**src/rtl/stest_pkg.sv**
```systemverilog
package stest_pkg;

    typedef enum logic [3:0] {
        ST_ARM,
        ST_INJECT,
        ST_HOLD,
        ST_DELAY,
        ST_GATE,
        ST_DECIDE,
        ST_WAIT,
        ST_TRIP_ARM,
        ST_TRIP_ON,
        ST_EOL
    } stest_state_e;

    typedef struct packed {
        logic inj_ok;
        logic gate_ok;
        logic long_wait;
    } stest_result_t;

    function automatic int unsigned umax(input int unsigned a, input int unsigned b);
        return (a > b) ? a : b;
    endfunction

    function automatic int unsigned cnt_bits(input int unsigned top);
        return (top < 2) ? 1 : $clog2(top + 1);
    endfunction

endpackage

```
**src/rtl/stest_phase_edge.sv**
```systemverilog
module stest_phase_edge (
    input  logic clk,
    input  logic rst,
    input  logic phase_pos,
    output logic pos_start
);
    logic phase_q;

    // Reset value 1 keeps a half cycle already under way from counting as a start.
    always_ff @(posedge clk) begin
        if (rst) phase_q <= 1'b1;
        else     phase_q <= phase_pos;
    end

    assign pos_start = phase_pos & ~phase_q;
endmodule

```
**src/rtl/stest_timer.sv**
```systemverilog
module stest_timer #(
    parameter int unsigned W = 8
) (
    input  logic         clk,
    input  logic         rst,
    input  logic         clr,
    input  logic         inc,
    output logic [W-1:0] count
);
    always_ff @(posedge clk) begin
        if (rst || clr) count <= '0;
        else if (inc)   count <= count + 1'b1;
    end
endmodule

```
**src/rtl/stest_fail_ctr.sv**
```systemverilog
module stest_fail_ctr #(
    parameter int unsigned LIMIT = 16
) (
    input  logic clk,
    input  logic rst,
    input  logic clr,
    input  logic inc,
    output logic at_last
);
    localparam int unsigned FW = stest_pkg::cnt_bits(LIMIT);

    logic [FW-1:0] fails;

    always_ff @(posedge clk) begin
        if (rst || clr)              fails <= '0;
        else if (inc && !(&fails))   fails <= fails + 1'b1;
    end

    // True when one more failure reaches the limit.
    assign at_last = (fails == FW'(LIMIT - 1));
endmodule

```
**src/rtl/stest_seq.sv**
```systemverilog
module stest_seq
    import stest_pkg::*;
#(
    parameter int unsigned PASS_WAIT  = 1_440_000_000,
    parameter int unsigned FAIL_WAIT  = 2_200_000,
    parameter int unsigned GATE_DELAY = 6_000,
    parameter int unsigned FAIL_LIMIT = 16,
    parameter int unsigned TRIP_HALFS = 4
) (
    input  logic clk,
    input  logic rst,
    input  logic phase_pos,
    input  logic fault_seen,
    input  logic node_low,
    output logic fault_test,
    output logic gate_en,
    output logic eol
);
    localparam int unsigned TOP   = umax(umax(PASS_WAIT, FAIL_WAIT), umax(GATE_DELAY, TRIP_HALFS));
    localparam int unsigned TMR_W = cnt_bits(TOP);

    stest_state_e  state, nxt;
    stest_result_t res, res_nxt;
    logic          pos_start;
    logic          tmr_clr, tmr_inc;
    logic [TMR_W-1:0] tmr;
    logic          fc_clr, fc_inc, fc_last;
    logic [TMR_W-1:0] wait_last;

    stest_phase_edge u_edge (
        .clk(clk), .rst(rst), .phase_pos(phase_pos), .pos_start(pos_start)
    );

    stest_timer #(.W(TMR_W)) u_tmr (
        .clk(clk), .rst(rst), .clr(tmr_clr), .inc(tmr_inc), .count(tmr)
    );

    stest_fail_ctr #(.LIMIT(FAIL_LIMIT)) u_fails (
        .clk(clk), .rst(rst), .clr(fc_clr), .inc(fc_inc), .at_last(fc_last)
    );

    assign wait_last = res.long_wait ? TMR_W'(PASS_WAIT - 1) : TMR_W'(FAIL_WAIT - 1);

    always_comb begin
        nxt     = state;
        res_nxt = res;
        tmr_clr = 1'b0;
        tmr_inc = 1'b0;
        fc_clr  = 1'b0;
        fc_inc  = 1'b0;
        unique case (state)
            ST_ARM: if (pos_start) nxt = ST_INJECT;
            ST_INJECT: begin
                if (fault_seen) begin
                    res_nxt.inj_ok = 1'b1;
                    nxt            = ST_HOLD;
                end else if (!phase_pos) begin
                    res_nxt.inj_ok = 1'b0;
                    nxt            = ST_DELAY;
                    tmr_clr        = 1'b1;
                end
            end
            ST_HOLD: if (!phase_pos) begin
                nxt     = ST_DELAY;
                tmr_clr = 1'b1;
            end
            ST_DELAY: begin
                if (phase_pos) begin
                    res_nxt.gate_ok = 1'b0;
                    nxt             = ST_DECIDE;
                end else if (tmr == TMR_W'(GATE_DELAY - 1)) begin
                    nxt = ST_GATE;
                end else begin
                    tmr_inc = 1'b1;
                end
            end
            ST_GATE: begin
                if (node_low) begin
                    res_nxt.gate_ok = 1'b1;
                    nxt             = ST_DECIDE;
                end else if (phase_pos) begin
                    res_nxt.gate_ok = 1'b0;
                    nxt             = ST_DECIDE;
                end
            end
            ST_DECIDE: begin
                tmr_clr = 1'b1;
                if (res.inj_ok && res.gate_ok) begin
                    fc_clr            = 1'b1;
                    res_nxt.long_wait = 1'b1;
                    nxt               = ST_WAIT;
                end else begin
                    fc_inc            = 1'b1;
                    res_nxt.long_wait = 1'b0;
                    nxt               = fc_last ? ST_TRIP_ARM : ST_WAIT;
                end
            end
            ST_WAIT: begin
                if (tmr == wait_last) nxt = ST_ARM;
                else                  tmr_inc = 1'b1;
            end
            ST_TRIP_ARM: if (pos_start) nxt = ST_TRIP_ON;
            ST_TRIP_ON: if (!phase_pos) begin
                if (tmr == TMR_W'(TRIP_HALFS - 1)) begin
                    nxt = ST_EOL;
                end else begin
                    tmr_inc = 1'b1;
                    nxt     = ST_TRIP_ARM;
                end
            end
            ST_EOL: nxt = ST_EOL;
            default: nxt = ST_ARM;
        endcase
    end

    always_ff @(posedge clk) begin
        if (rst) begin
            state <= ST_ARM;
            res   <= '0;
        end else begin
            state <= nxt;
            res   <= res_nxt;
        end
    end

    assign fault_test = (state == ST_INJECT);
    assign gate_en    = (state == ST_GATE) || (state == ST_TRIP_ON);
    assign eol        = (state == ST_EOL);
endmodule

```
**config.mk**
```make
export PLATFORM = sky130hd
export DESIGN_NAME = stest_seq
export DESIGN_NICKNAME = d
export VERILOG_FILES = /design/src/rtl/stest_pkg.sv /design/src/rtl/stest_phase_edge.sv /design/src/rtl/stest_timer.sv /design/src/rtl/stest_fail_ctr.sv /design/src/rtl/stest_seq.sv
export SDC_FILE = /design/constraint.sdc
export NUM_CORES = 1
export LEC_CHECK = 0
export BUFFER_PORTS_ARGS = -buffer_cell sky130_fd_sc_hd__buf_4
export CORE_MARGIN = 5
export CORE_UTILIZATION = 55
export CTS_CLUSTER_DIAMETER = 30
export DETAILED_ROUTE_END_ITERATION = 10
export PLACE_DENSITY_LB_ADDON = 0.2
export RECOVER_POWER = 100
export SLEW_MARGIN = 20
export SYNTH_ARGS = -nofsm -noshare
export SYNTH_HDL_FRONTEND = slang
export SYNTH_SLANG_ARGS = --single-unit
```
**constraint.sdc**
```tcl
create_clock -name clk -period 5.2 [get_ports clk]
set_input_delay 1.04 -clock clk [delete_from_list [all_inputs] [get_ports clk]]
set_output_delay 1.04 -clock clk [all_outputs]
set_load 0.01 [all_outputs]
```
==> impl_results.md <==
* Cts bufs inserted at 5
* Area contributors post-synth: dfxtp_1 33%, nor2_1 5.9%, nand2_1 4.4%
* Endpoint arrival time on the critical path at 3.77 ns
* Die Wd at 79.7 um
* Yosys Warn Count at 0
* Tmin final at 3.62 ns
* CTS Root Cell: clkbuf_8
* Initial cell density of the core at 0.565
* Avg WL per Cell at 14.8 um
* # fillers at 451
* First-pass GRT wire length at 10200 um
* Post-synth EDFFs at 0
* Hold Crit Class: reg -> reg
* Avg Vias per Cell at 5.96
* Nets@finish at 337
* Post-layout util at 0.579
* Syn_nets at 341
* Hold_ws at 0.496 ns
* Seq/Total Area, Yosys at 0.330
* N_diodes at 0
* CP cell instances: or4_2 > nor4_1 > o2111ai_2 > o31ai_4 > and2_0 > mux2i_1 > nor2_1
* Final Hold Viols at 0
* Design area at 2740 um2
* Slew HR at 0.278
* Max IR drop VDD at 0.188 mV
* Final setup margin at 1.58 ns
* Dpl hpwl at 4160 um
* List of most frequent post-synthesis cells: 44 x dfxtp_1, 42 x nor2_1, 31 x nand2_1
* PD cells at 298 nW/um2
* Largest stage delay, worst path at 0.72 ns
* Chip height at 79.7 um
* Buffers added on ports at 7
* Endpoints failing setup at 0
* Hold Path Stages at 2
* Number of max-cap violations at 0
* Mapped Cells at 332
* Pre-CTS setup slack at 2.27 ns
* Gpl congestion at 0.890
* Io pins at 8
* CTS sink cnt at 44
* Crit path max fanout at 16
* Clk Latency, worst-skew pair at 0.30 ns
* Pre-antenna DRT Iters at 4
* Worst slew pin tran at 1.08 ns
* Final ANT Viol Nets at 0
* RSZ-0062 raised after global routing: false
* Remaining DRCs at 0
* Final worst-path cycle share at 0.696
* 1st-iter DRT viols at 293
* GRT Overall Usage at 0.201
* Gr ovfl total at 0
* Via count at 2360
* Critical path required time at 5.35 ns
* Total die area at 6350 um2
* CP Capture Type: register
* R2R cell count at 7
* Largest net degree at the start of global routing at 27
* Final WL at 5860 um
* Primary FF master, synth: dfxtp_1
* Biggest area consumer among synthesized cells: dfxtp_1
* Area Growth Syn to Fin at 2.44%
* Initial antenna violation count at 0
* Share of cells above drive strength 1 at 0.0669
* Post-synthesis async set-or-reset flop share at 0
* Run status: finished, final reports clean
* Postcts setup bufs at 0
* Yosys top cell area share at 0.330
* Mean area per synthesized cell at 8.04 um2
* Final Slew Violations at 0
* Synthesized area at 2670 um2
* Startpoint types: register
* Post_cts resized at 0
* Clock Tree Buf Depth at 2
* Critical path class: reg -> reg
* Final setup TNS at 0 ns
* Slowest-stage cell, CP: and2_0
* Synth cell types at 56
* Seq cells post-synth at 44
* Worst-path clk slew at 0.08 ns
* Row cnt at 25
* CTS tree: yes
* Htree depth at 2
* Leakage at 0.937 nW
* Worst Clk Skew at 0.00423 ns
* Core outline area at 4720 um2
* CTS Hold Bufs at 0
* Post-DP Area at 2720 um2
* Count leader, synth: dfxtp_1
* Max Freq at 0.276 GHz
* Vias in the first global route at 2183
## cells in the final DEF (no fill, tap or decap), types with 6 or more instances in the layout
cell and instances:
mux2i_1 8, a2111oi_0 6, nand3_1 16, xnor2_1 13, and3_1 10, o21ai_0 10
nand2_1 31, clkbuf_8 6, nor2_1 42, nor3_1 7, a21oi_1 21, nand2b_1 9
or3_1 10, inv_1 14, nand4_1 11, dfxtp_1 44
## kinds of logic after synthesis
logic type,synth area share
xor gates and xnor gates,0.0558
AOI/OAI and AO/OA,0.196
buffers and inverters,0.0581
adders and majority gates,0.0187
and+or+nand+nor,0.311
muxes,0.0300
DFF,0.330
## worst paths after layout
check | startpoint | to | slack (ns)
worst max-delay path | u_tmr.count[25] | u_tmr.count[1] | 1.58
worst min-delay path | u_tmr.count[27] | u_tmr.count[27] | 0.50
worst max register to register | u_tmr.count[25] | u_tmr.count[1] | 1.58
worst min register to register | u_tmr.count[27] | u_tmr.count[27] | 0.50
## report_power, final
group	switching, W	internal (W)
Combinational	0.000128	0.0000746
Clock	0.000116	0.000106
Sequential	0.0000391	0.000351
Total	0.000283	0.000532
## cell type report
type	instances	area [um2]	share of cell area
Clock buffer	6	82.6	0.0302
Clock inverter	2	10.0	0.00366
Inverter	14	52.6	0.0192
Multi-Input combinational cell	254	1570	0.575
Sequential cell	44	881	0.322
Tap cell	67	83.8	0.0306
Timing Repair Buffer	9	52.6	0.0192
## per-stage QoR
step,total power (W),std cells
4_1_cts,0.000834,396
3_3_place_gp,0.000611,388
5_1_grt,0.000862,396
3_5_place_dp,0.000613,388
2_1_floorplan,0.000564,332
6_report,0.000815,396
## worst max-delay path: cells and delay by family (launching register included)
kind / cells / cell delay (ns)
simple gates: 4 / 2.03
mux: 1 / 0.25
flops: 1 / 0.35
compound gates: 2 / 0.83
## flip-flops by register name (all words and copies together), names as in the netlist
signal,flops
state,4
res,3
u_tmr.count,31
u_fails.fails,5
u_edge.phase_q,1
## routing by layer
layer,track usage,part of all wire,vias up
met1,0.277,0.50,1097
met5,0,0,-
li1,-,-,1191
met3,0.0339,0.047,13
met2,0.310,0.43,59
met4,0.0808,0.020,0
(Power assumes the default switching activity.)
